[src/rtl/alarm_hub.sv]
module alarm_hub #(
  parameter int ADDR_W = 7,
  parameter logic [ADDR_W-1:0] STAT_ADDR_A = 7'h20,
  parameter logic [ADDR_W-1:0] STAT_ADDR_B = 7'h21,
  parameter int FILT_CYCLES = 625
) (
  input  logic              clk,
  input  logic              rst_n,
  input  logic [9:0]        mask_i,
  input  logic [1:0]        nmask_i,
  input  logic [5:0]        core_evt_i,
  input  logic              decode_err_i,
  input  logic              upd_valid_i,
  input  logic              err_pin_i,
  input  logic              warn_pin_i,
  output logic              err_n_o,
  output logic              warn_n_o,
  input  logic              tp_pin_i,
  input  logic              sel_pin_i,
  input  logic              rd_en_i,
  input  logic [ADDR_W-1:0] rd_addr_i,
  input  logic              a_req_i,
  input  logic              a_ab_wr_i,
  input  logic              b_req_i,
  input  logic              b_ch0_rd_i,
  input  logic              share_en_i,
  output logic              gnt_a_o,
  output logic              gnt_b_o,
  output logic [4:0]        status_o
);
  localparam int CNT_W = $clog2(FILT_CYCLES + 1);

  logic [1:0] err_sync, warn_sync, tp_sync, sel_sync;
  logic       ext_err_q, ext_warn_q, coll_q, ssi_q;
  logic [CNT_W-1:0] filt_cnt;

  wire both_req   = a_req_i && b_req_i;
  wire shared_ok  = share_en_i && a_ab_wr_i && b_ch0_rd_i;
  wire collide    = both_req && !shared_ok;
  wire stat_read  = rd_en_i && (rd_addr_i == STAT_ADDR_A || rd_addr_i == STAT_ADDR_B);
  wire err_seen   = !err_sync[1];
  wire warn_seen  = !warn_sync[1];

  assign gnt_a_o = a_req_i;
  assign gnt_b_o = b_req_i && !collide;

  wire [9:0] evt_vec = {ssi_q, ext_err_q, core_evt_i, ext_warn_q, coll_q};
  wire [9:0] warn_sel = 10'h2FF;

  wire err_pend  = (mask_i[8] && ext_err_q) || (!nmask_i[1] && decode_err_i);
  wire warn_pend = |(evt_vec & mask_i & warn_sel) || (!nmask_i[0] && upd_valid_i);

  always_ff @(posedge clk or negedge rst_n) begin
    if (!rst_n) begin
      err_sync  <= 2'b11;
      warn_sync <= 2'b11;
      tp_sync   <= 2'b00;
      sel_sync  <= 2'b00;
    end else begin
      err_sync  <= {err_sync[0], err_pin_i};
      warn_sync <= {warn_sync[0], warn_pin_i};
      tp_sync   <= {tp_sync[0], tp_pin_i};
      sel_sync  <= {sel_sync[0], sel_pin_i};
    end
  end

  always_ff @(posedge clk or negedge rst_n) begin
    if (!rst_n) begin
      ext_err_q  <= 1'b0;
      ext_warn_q <= 1'b0;
      coll_q     <= 1'b0;
    end else begin
      ext_err_q  <= err_seen  || (ext_err_q  && !stat_read);
      ext_warn_q <= warn_seen || (ext_warn_q && !stat_read);
      coll_q     <= collide   || (coll_q     && !stat_read);
    end
  end

  always_ff @(posedge clk or negedge rst_n) begin
    if (!rst_n) begin
      ssi_q    <= 1'b0;
      filt_cnt <= '0;
    end else if (sel_sync[1] == ssi_q) begin
      filt_cnt <= '0;
    end else if (filt_cnt == CNT_W'(FILT_CYCLES - 1)) begin
      ssi_q    <= sel_sync[1];
      filt_cnt <= '0;
    end else begin
      filt_cnt <= filt_cnt + 1'b1;
    end
  end

  always_ff @(posedge clk or negedge rst_n) begin
    if (!rst_n) begin
      err_n_o  <= 1'b1;
      warn_n_o <= 1'b1;
    end else begin
      err_n_o  <= !err_pend;
      warn_n_o <= !warn_pend;
    end
  end

  assign status_o = {ssi_q, ext_err_q, ext_warn_q, coll_q, tp_sync[1]};

  p_err_drive_r2: assert property (@(posedge clk) disable iff (!rst_n)
    (mask_i[8] && ext_err_q) |=> !err_n_o);
  p_nmask_r3: assert property (@(posedge clk) disable iff (!rst_n)
    (!nmask_i[0] && upd_valid_i) |=> !warn_n_o);
  p_sticky_r4: assert property (@(posedge clk) disable iff (!rst_n)
    (ext_err_q && !stat_read) |=> ext_err_q);
  p_clear_r6: assert property (@(posedge clk) disable iff (!rst_n)
    (stat_read && warn_sync[1]) |=> !ext_warn_q);
  p_set_wins_r7: assert property (@(posedge clk) disable iff (!rst_n)
    (stat_read && collide) |=> coll_q);
  p_coll_set_r8: assert property (@(posedge clk) disable iff (!rst_n)
    (a_req_i && b_req_i && !(share_en_i && a_ab_wr_i && b_ch0_rd_i)) |=> status_o[1]);
  p_grant_r10: assert property (@(posedge clk) disable iff (!rst_n)
    !(gnt_a_o && gnt_b_o && !(share_en_i && a_ab_wr_i && b_ch0_rd_i)));
  p_filt_hold_r12: assert property (@(posedge clk) disable iff (!rst_n)
    (filt_cnt == '0 && sel_sync[1] != ssi_q) |=> $stable(ssi_q) || FILT_CYCLES == 1);
endmodule

[config.mk]
export PLATFORM = sky130hd
export DESIGN_NAME = alarm_hub
export DESIGN_NICKNAME = d
export VERILOG_FILES = /design/src/rtl/alarm_hub.sv
export SDC_FILE = /design/constraint.sdc
export NUM_CORES = 1
export LEC_CHECK = 0
export BUFFER_PORTS_ARGS = -buffer_cell sky130_fd_sc_hd__buf_4
export CAP_MARGIN = 10
export CORE_MARGIN = 2
export CORE_UTILIZATION = 41
export DETAILED_ROUTE_END_ITERATION = 10
export PLACE_DENSITY = 0.74
export REMOVE_ABC_BUFFERS = 1
export SYNTH_ARGS = -nofsm -noshare
export SYNTH_HDL_FRONTEND = slang
export SYNTH_SLANG_ARGS = --single-unit
[constraint.sdc]
create_clock -name clk -period 1.3 [get_ports clk]
set_input_delay 0 -clock clk [delete_from_list [all_inputs] [get_ports clk]]
set_output_delay 0 -clock clk [all_outputs]
set_load 0.01 [all_outputs]
=== Word level (Yosys, flattened, before mapping) ===
Cells that the tools add are included.

* Register bits after elaboration: 24

* Eq/ne operators: 4
* Add/sub/neg operators: 1
* Reduce and logical (&&, ||, !) cells: 29
* Bitwise operators: 2
* Muxes and demuxes: 2

{| class="wikitable"
|+ Operator list
! cell !! count
|-
| 10-bit two-way mux || 2
|-
| 7-bit by 6-bit == test with 1-bit output, second input constant || 2
|-
| 1-bit logical AND || 12
|-
| 10-bit by 1-bit adder with 10-bit output, second input constant || 1
|-
| 10-bit bitwise AND || 1
|-
| 10-bit == test, second input constant || 1
|-
| 1-bit logical NOT || 9
|-
| 9-bit OR reduction || 1
|-
| 1-bit logical OR || 6
|-
| 2-bit AND reduction || 1
|-
| 1-bit == test || 1
|-
| 1-bit inverter || 1
|}

=== Longest topological paths before layout ===
Gate-level depths: netlist of run 1.

* Depth after elaboration: 6
* Mapped depth: 5
* Gate-level depth less buffers: 5

=== Worst setup path before layout of run 1 ===
No wires, ideal clock.

* Kind: register to register
* From: reg filt_cnt[3]
* To: reg ssi_q
* Slack: -128 ps
* Data required time: 1175 ps
* Period minus slack after synthesis: 1428 ps
* Library setup time: 125 ps
* Data arrival time: 1303 ps
* Path buffers: 0
* Cell stages (with the launch flop): 4
* Cells stage by stage: dfrtp_1 > or3_4 > nor3_1 > mux2_2

* Cells in the longest elaborated chain, start to end: 2

{| class="wikitable"
|+ RTL lines
! element !! line !! RTL
|-
| from (decl) || 35 || <nowiki>logic [CNT_W-1:0] filt_cnt;</nowiki>
|-
| from (signal assigned) || 89 || <nowiki>filt_cnt <= filt_cnt + 1'b1;</nowiki>
|-
| 10-bit == test || 85 || <nowiki>end else if (filt_cnt == CNT_W'(FILT_CYCLES - 1)) begin</nowiki>
|-
| 2-bit AND reduction (no line) || -- ||
|-
| to (signal assigned) || 86 || <nowiki>ssi_q <= sel_sync[1];</nowiki>
|-
| to (decl) || 34 || <nowiki>logic ext_err_q, ext_warn_q, coll_q, ssi_q;</nowiki>
|}

No other way between the ends.
A chain may end at the register's enable or synchronous reset.

=== Final worst setup path of run 1 ===
* From: reg filt_cnt[8]
* To: reg ssi_q

Same word-level chain as after synthesis.

==> results of run 1 <==
## power breakdown
part	leakage [nW]	switching (W)	internal, W
logic	0.506	0.0000911	0.000164
registers	0.287	0.00000974	0.000778
clock network	0.0279	0.000222	0.000312
## cell type report
type	instances	area [um^2]
Clock buffer	3	22.52
Clock inverter	1	30.03
Fill cell	189	713.2
Inverter	9	33.78
Multi-Input combinational cell	54	404.1
Sequential cell	24	608.1
Tap cell	30	37.54
Timing Repair Buffer	76	628.1
## layout by cell type (no fill, tap or decap), types with 2 or more instances in the layout
cell type and n:
nor2_1 4, or3_1 2, dfrtp_1 18, a22oi_1 4, and2_1 2, xnor2_1 2
xor2_1 2, inv_1 9, clkbuf_4 3, buf_6 2, a21oi_2 2, a21oi_1 3
dlygate4sd3_1 20, nand3_1 5, o31ai_1 2, nand4_1 2, buf_4 54, dfstp_2 6
o21ai_0 6
## cells by family (layout without fill, tap and decap cells)
family	after synthesis	count (layout)	share of synthesized area [%]
AOI/OAI and AO/OA	20	20	13.26
xor gates and xnor gates	4	4	3.256
adders and majority gates	2	2	2.325
buffers and inverters	15	89	7.325
DFF	24	24	56.51
muxes	1	1	1.046
and+or+nand+nor	27	27	16.28
## through the flow
stage	TNS [ps]	util, %	worst slack (ps)	cell area, um^2	instances
6_report	-841.6	71.21	-129.8	1764	197
5_1_grt	-1661	71.21	-202.8	1764	197
4_1_cts	-1087	68.94	-123.8	1708	192
3_5_place_dp	-616.6	60.10	-151.6	1489	173
3_3_place_gp	-232.5	60.10	-102.9	1489	173
2_1_floorplan	-408.1	-	-128.1	1031	87
## worst paths after layout
kind | start | endpoint | slack, ps | depth (start not counted)
worst min register to register | err_sync[0] | err_sync[1] | 370 | 0
max in group asynchronous | rst_n | err_n_o | 890 | 2
worst min-delay path | mask_i[6] | warn_n_o | 20 | 3
worst max-delay path | filt_cnt[8] | ssi_q | -130 | 3
min in group asynchronous | rst_n | sel_sync[0] | 130 | 2
worst max register to register | filt_cnt[8] | ssi_q | -130 | 3
## sequential cells by signal, indices dropped and copies added, names as in the netlist
name        count
warn_sync       2
ext_err_q       1
sel_sync        2
err_n_o         1
filt_cnt       10
tp_sync         2
warn_n_o        1
ext_warn_q      1
coll_q          1
err_sync        2
ssi_q           1
## routing by layer
metal / track usage [%] / wire length (um) / vias up
met1: 18.50 / 1005 / 485
met4: 9.756 / 107 / 0
met5: 0 / 0 / -
met3: 3.513 / 100 / 10
met2: 34.18 / 1578 / 35
li1: - / - / 475
## worst reg2reg max path, stage by stage (launching register included)
cell	delay, ps
dfrtp_1	410
or3_4	410
nor3_2	200
mux2_4	310
## what timing repair did
item | in CTS | in global routing
gates resized for setup | 4 | 2
hold endpoints to repair | 33 | 1
pin swaps | 2 | 2
endpoints found under the setup margin | 10 | 10
hold buffers | 15 | 5
==> out/metrics.yaml, run 1 <==
run_status:
  status: "finished with violations"
  violations: "setup timing"
pwr:
  leakage_nw: 0.8210
  ir_drop_v: 0.0008889
  p_per_area_nw_per_um2: 893.0
  fin_total_pwr_w: 0.001575
timing:
  relSlewSlack_pct: 68.03
  setup_ws_ps: -129.8
  finalCritPeriodShare_pct: 110.0
  rsz0062_at_grt: "true"
  whs_ps: 15.04
  hold_viol_final: 0
  worst_pin_slew_ps: 475.1
  slew_viol_final: 0
  setup_viol: 10
  fin_crit_ps: 1430
  fin_skew_ps: 2.669
  clock.fmax_mhz: 699.4
place:
  io_buffers: 46
  hpwl_mm: 1.870
  place_congestion: 0.7263
route:
  dr.pass1.iters: 6
  drcViolationCount: 0
  wl_per_cell_um: 14.17
  drt_iter0_markers: 23
  vias_per_cell: 5.102
  vias: 1005
  ant_nets: 0
  drt-total-wl_mm: 2.791
setup_path:
  critPathSlowestCell: "dfrtp_1"
  end_kind: "register"
  cp_cell_sequence: "or3_4 > nor3_2 > mux2_4"
  critical-path-max-stage-delay_ps: 410
  worstPathRequired_ps: 1510
  worstSetupPathType: "reg2reg"
  cp_max_fo: 2
  cp_top_family: "simple AND/OR/NAND/NOR gates"
  cp.arrival_ps: 1640
  critPathLaunchType: "register"
  crit_buf_inv: 0
cts:
  cts_tree: "built"
  clock_sinks: 24
  cts_root_buffer: "clkbuf_4"
  cts_setup_buffers: 0
  cts.htree.levels: 1
  cts_buffers: 3
  insertion_delay_ps: 310
  clk_pin_slew_worst_paths_ps: 130
  clk_path_buf_depth: 2
yosys:
  synth_warnings: 0
  synth_largest_area_cell: "dfrtp_1"
  async_flop_share_pct: 100.0
  synth.avg_cell_area_um2: 11.57
  yosysTopAreaCellShare_pct: 41.86
  ys_types: 33
  synth_common_cells: "18 x dfrtp_1, 9 x inv_1, 6 x buf_4, 6 x dfstp_2, 6 x o21ai_0"
  syn-instance-count: 93
  synth_ff_type: "dfrtp_1"
  synth.cell_area_um2: 1076
  ys_seq_area_share_pct: 56.51
  ys_seq_elements: 24
  synth.area.top_cells: "dfrtp_1 42%, dfstp_2 15%, buf_4 4.2%, inv_1 3.1%, o21ai_0 2.8%"
  synth-edff-count: 0
  yosysMostFrequentCell: "dfrtp_1"
floorplan:
  num_rows: 18
  die_area_um2: 3050
  ios: 48
  chipWidth_um: 55.23
  fp.dieH_um: 55.23
  start_util_pct: 43.43
  core-area_um2: 2477
layout:
  fin_nets: 209
  syn_to_final_growth_pct: 63.95
  drive_gt1_share_pct: 46.11
  diodes: 0
global_route:
  gr-total-overflow: 0
  antenna_found_initial: 0
  grt_pass1_vias: 1028
  grt_pass1_wl_mm: 4.353
  grt_usage_pct: 18.14
  grt_max_degree: 25
job:
  cap_violations: 0
hold_path:
  hold_path.class: "in2reg"
Power figures use the tool's default switching activity.
==> run 2, diff against run 1 <==
- CORE_MARGIN: 2 -> not set
- CORE_UTILIZATION: 41 -> 33
- HOLD_SLACK_MARGIN: not set -> 0.06
- PLACE_DENSITY: 0.74 -> not set
==> run 2 against run 1 <==
The run still ends with setup timing left. Sequential power barely moved. Worst hold slack improved by 71 ps. Largest cell class unchanged. Wire length increased by 2.7%.
==> out/metrics.yaml, run 2 (synthesized netlist as in run 1, its figures left out) <==
timing:
  setup_tns_ps: -1035  # -193.5 ps
  slew_viol_final: 0  # unchanged
  hold_viol_final: 0  # unchanged
  setup_ws_ps: -121.9  # +7.894 ps
  worst_pin_slew_ps: 483.1  # +7.997 ps
  fin_skew_ps: 3.199  # +0.5307 ps
  rsz0062_at_grt: "true"
  relSlewSlack_pct: 67.49  # -0.54 points
  clock.fmax_mhz: 703.3  # +0.56%
  finalCritPeriodShare_pct: 109.4  # -0.61 points
  fin_crit_ps: 1422  # -7.894 ps
  setup_viol: 10  # unchanged
setup_path:
  end_kind: "register"
  setup.worst_path.end: "ssi_q"
  reg2reg_depth: 3  # unchanged
  critPathLaunchType: "register"
  critPathSlowestCell: "or3_4"
  r2r-end: "ssi_q"
  cp_top_family: "simple AND/OR/NAND/NOR gates"
  cp_cell_sequence: "or3_4 > nor3_4 > mux2_4"
  worstSetupPathType: "reg2reg"
  rrSetupSlack_ps: -120  # about the same
  critical-path-max-stage-delay_ps: 430  # +20 ps
  cp_num_cells: 3  # unchanged
  cp.arrival_ps: 1640  # about the same
  crit_buf_inv: 0  # unchanged
  cp_max_fo: 2  # unchanged
  r2r_start: "filt_cnt[2]"
  worstPathRequired_ps: 1520  # about the same
  startpoint: "filt_cnt[2]"
global_route:
  gr-total-overflow: 0  # unchanged
  grt_pass1_vias: 1107  # +7.7%
  antenna_found_initial: 0  # unchanged
  grt_max_degree: 25  # unchanged
  grt_pass1_wl_mm: 4.664  # +7.1%
  grt_usage_pct: 18.63  # +0.49 points
route:
  drcViolationCount: 0  # unchanged
  vias: 1002  # -0.30%
  drt-total-wl_mm: 2.867  # +2.7%
  dr.pass1.iters: 4  # -2
  drt_iter0_markers: 25  # +8.7%
  wl_per_cell_um: 13.21  # -6.7%
  vias_per_cell: 4.618  # -9.5%
  ant_nets: 0  # unchanged
layout:
  top_register: "filt_cnt"
  largest_reg_flops: 10  # unchanged
  layout_commonest_cell: "buf_4"
  fin_nets: 215  # +2.9%
  syn_to_final_growth_pct: 73.26
  drive_gt1_share_pct: 47.40  # +1.3 points
  final_cell_mix: "54 x buf_4, 26 x dlygate4sd3_1, 18 x dfrtp_1"
  diodes: 0  # unchanged
cts:
  insertion_delay_ps: 320  # about the same
  cts_buffers: 3  # unchanged
  clk_path_buf_depth: 2  # unchanged
  clk_pin_slew_worst_paths_ps: 140  # about the same
  cts.htree.levels: 1  # unchanged
  clock_sinks: 24  # unchanged
  cts_root_buffer: "clkbuf_4"
  cts_tree: "built"
  cts_setup_buffers: 0  # unchanged
floorplan:
  chipWidth_um: 59.10  # +7.0%
  fp.dieH_um: 59.10  # +7.0%
  ios: 48  # unchanged
  start_util_pct: 34.96  # -8.5 points
  num_rows: 20  # +2
  die_area_um2: 3493  # +15%
  core-area_um2: 3078  # +24%
place:
  place_congestion: 0.7858  # +8.2%
  io_buffers: 46  # unchanged
  place_ws_ps: -133.8  # +17.81 ps
  hpwl_mm: 1.931  # +3.2%
pwr:
  leakage_nw: 0.8475  # +3.2%
  fin_total_pwr_w: 0.001607  # +2.0%
  ir_drop_v: 0.0007181  # -19%
  p_per_area_nw_per_um2: 861.9  # -3.5%
run_status:
  violations: "setup timing"
  status: "finished with violations"
hold_path:
  hold_path.class: "in2reg"
job:
  cap_violations: 0  # unchanged
run 2: cell count changes in the layout (fill, tap and decap cells not counted), sizes merged:
cell | previous run | this run
dlygate4sd3 | 20 | 26
run 2: how the worst min path moves through the flow:
stage	startpoint	end	slack [ps]	cells after the start
finish	mask_i[1]	warn_n_o	90	4
global route	mask_i[1]	warn_n_o	100	4
CTS	mask_i[1]	warn_n_o	80	4
detailed placement	rst_n	tp_sync[0]	-80	1
global placement	rst_n	ext_warn_q	-80	1
floorplan	rst_n	coll_q	-300	0
run 2: power breakdown:
| group | total, W | switching (W) | internal [W] | leakage, nW |
|---|---|---|---|---|
| Combinational | 0.000273 | 0.0000966 | 0.000176 | 0.532 |
| Clock | 0.000547 | 0.000235 | 0.000312 | 0.0279 |
| Sequential | 0.000787 | 0.00000982 | 0.000778 | 0.287 |
run 2: routing by layer:
metal | track usage, % | routed length [um]
met1 | 19.97 | 1111
met2 | 33.44 | 1573
met3 | 4.148 | 66
met4 | 10.88 | 116
met5 | 0 | 0
run 2: timing repair:
action,CTS,global route
gates resized for setup,11,1
pin swaps,6,1
hold endpoints to repair,33,1
hold buffers,23,5
setup endpoints to repair,10,11
run 2: stage by stage:
step,utilization [%],instance area [um^2],hold WS [ps],instances
after floorplan,-,1031,-295.6,87
after global placement,48.94,1506,-83.85,187
after detailed placement,48.94,1506,-82.38,187
after CTS,59.47,1831,80.20,214
after global routing,60.57,1864,103.0,217
final,60.57,1864,86.02,217
run 2: worst register-to-register path: cells and delay by family, from the launching register on:
family        cells  cell delay [ps]
flops             1              420
mux               1              310
simple gates      2              610
run 2: final cells by class:
type                       instances  area [um^2]
inverter                           9        33.78
fill                             258         1214
timing repair buffer              82        688.2
multi-input combinational         54        426.7
clock buffer                       3        22.52
sequential                        24        608.1
tap                               44        55.05
clock inverter                     1        30.03
==> run 3, diff against run 2 <==
- GPL_TIMING_DRIVEN: not set -> 0
==> run 3 against run 2 <==
Power fell by 0.85%. Core utilization fell by 1.6 points. Worst setup slack got worse by 40 ps. The run still ends with setup timing left. Global-route usage fell by 0.93 points. Fmax fell by 2.7%. Highest routed layer unchanged. Largest power group unchanged. Wire length fell by 3.0%. Via count rose by 0.70%. Worst hold slack got worse by 38 ps. Combinational power fell by 7%. Critical endpoint is now filt_cnt[4].
==> out/metrics.yaml, run 3 (synthesized netlist as in run 1, its figures left out) <==
global_route:
  gr-total-overflow: 0  # unchanged
  grt_pass1_vias: 1062  # -4.1%
  grt_max_degree: 25  # unchanged
  antenna_found_initial: 0  # unchanged
  grt_usage_pct: 17.70  # -0.93 points
  grt_pass1_wl_mm: 4.491  # -3.7%
job:
  cap_violations: 0  # unchanged
pwr:
  leakage_nw: 0.8281  # -2.3%
  ir_drop_v: 0.0005876  # -18%
  fin_total_pwr_w: 0.001593  # -0.85%
  p_per_area_nw_per_um2: 878.2  # +1.9%
cts:
  clk_path_buf_depth: 2  # unchanged
  insertion_delay_ps: 330  # about the same
  cts_root_buffer: "clkbuf_4"
  clock_sinks: 24  # unchanged
  cts.htree.levels: 1  # unchanged
  cts_buffers: 3  # unchanged
  clk_pin_slew_worst_paths_ps: 140  # about the same
  cts_tree: "built"
floorplan:
  die_area_um2: 3493  # unchanged
  ios: 48  # unchanged
  chipWidth_um: 59.10  # unchanged
  start_util_pct: 34.96  # unchanged
  core-area_um2: 3078  # unchanged
  fp.dieH_um: 59.10  # unchanged
  num_rows: 20  # unchanged
layout:
  largest_reg_flops: 10  # unchanged
  top_register: "filt_cnt"
  final_cell_mix: "53 x buf_4, 25 x dlygate4sd3_1, 17 x dfrtp_1"
  diodes: 0  # unchanged
  layout_commonest_cell: "buf_4"
  fin_nets: 212  # -1.4%
  syn_to_final_growth_pct: 68.60
  drive_gt1_share_pct: 43.53  # -3.9 points
timing:
  slew_viol_final: 0  # unchanged
  setup_viol: 10  # unchanged
  setup_tns_ps: -1378  # -343.0 ps
  fin_skew_ps: 12.02  # +8.823 ps
  rsz0062_at_grt: "true"
  fin_crit_ps: 1462  # +40.00 ps
  clock.fmax_mhz: 684.0  # -2.7%
  finalCritPeriodShare_pct: 112.5  # +3.1 points
  setup_ws_ps: -162.0  # -40.00 ps
  hold_viol_final: 0  # unchanged
  worst_pin_slew_ps: 490.1  # +6.941 ps
  relSlewSlack_pct: 67.03  # -0.47 points
setup_path:
  cp.arrival_ps: 1680  # +40 ps
  worstSetupPathType: "reg2reg"
  end_kind: "register"
  worstPathRequired_ps: 1520  # about the same
  cp_max_fo: 4  # +2
  critPathLaunchType: "register"
place:
  place_ws_ps: -242.4  # -108.6 ps
  place_congestion: 0.7482  # -4.8%
  hpwl_mm: 1.792  # -7.2%
  io_buffers: 46  # unchanged
route:
  vias_per_cell: 4.715  # +2.1%
  drcViolationCount: 0  # unchanged
  drt_iter0_markers: 38  # +52%
  dr.pass1.iters: 5  # +1
  drt-total-wl_mm: 2.780  # -3.0%
  vias: 1009  # +0.70%
  wl_per_cell_um: 12.99  # -1.7%
  ant_nets: 0  # unchanged
hold_path:
  hold_path.class: "in2reg"
run_status:
  status: "finished with violations"
  violations: "setup timing"
-- run 3: cell count changes in the layout (fill, tap and decap cells not counted), sizes merged --
cell | before | now
buf | 56 | 54
dlygate4sd3 | 26 | 25
-- run 3: timing repair --
action	4_1_cts	5_1_grt
pin swaps	1	1
endpoints found under the hold margin	33	1
setup endpoints to repair	10	11
resized for setup	2	3
hold buffers	24	2
setup buffers	7	1
-- run 3: layer usage --
metal,share of wire [%],track usage (%),up-vias
li1,-,-,482
met1,38,19.01,493
met2,55,31.33,24
met3,3.4,5.240,10
met4,3.3,9.184,0
met5,0,0,-
-- run 3: path summary, 6_finish.rpt --
| path | startpoint | end | slack, ps | cells past startpoint |
|---|---|---|---|---|
| max reg2reg | filt_cnt[0] | filt_cnt[4] | -160 | 7 |
| max | filt_cnt[0] | filt_cnt[4] | -160 | 7 |
| min | nmask_i[0] | warn_n_o | 50 | 4 |
| max in group asynchronous | rst_n | err_sync[1] | 920 | 2 |
| min reg2reg | warn_sync[0] | warn_sync[1] | 370 | 0 |
| min in group asynchronous | rst_n | filt_cnt[3] | 90 | 2 |
-- run 3: report_power, final --
part           switching, W  internal, W
Clock              0.000235     0.000312
Sequential        0.0000132     0.000778
Combinational     0.0000869     0.000169
Total              0.000335      0.00126
-- run 3: metrics by stage --
stage	hold slack, ps	util, %	cells	area, um^2
finish	47.93	58.94	214	1814
global placement	-86.70	46.50	177	1431
CTS	68.37	57.93	212	1783
global route	73.75	58.94	214	1814
floorplan	-295.6	-	87	1031
detailed placement	-82.97	46.50	177	1431
-- run 3: cell type report --
| cell class | count | area [um^2] |
|---|---|---|
| clock buffer | 3 | 22.52 |
| clock inverter | 1 | 30.03 |
| fill | 268 | 1264 |
| inverter | 9 | 33.78 |
| multi-input combinational | 54 | 404.1 |
| sequential | 24 | 609.3 |
| tap | 44 | 55.05 |
| timing repair buffer | 79 | 659.4 |
-- run 3: worst max-delay path: stages, from the launching register on --
cell      delay [ps]
dfrtp_1          430
inv_1             70
ha_1             150
nand4b_1         120
buf_4            170
o31ai_4          210
buf_4            180
nor2_1            40
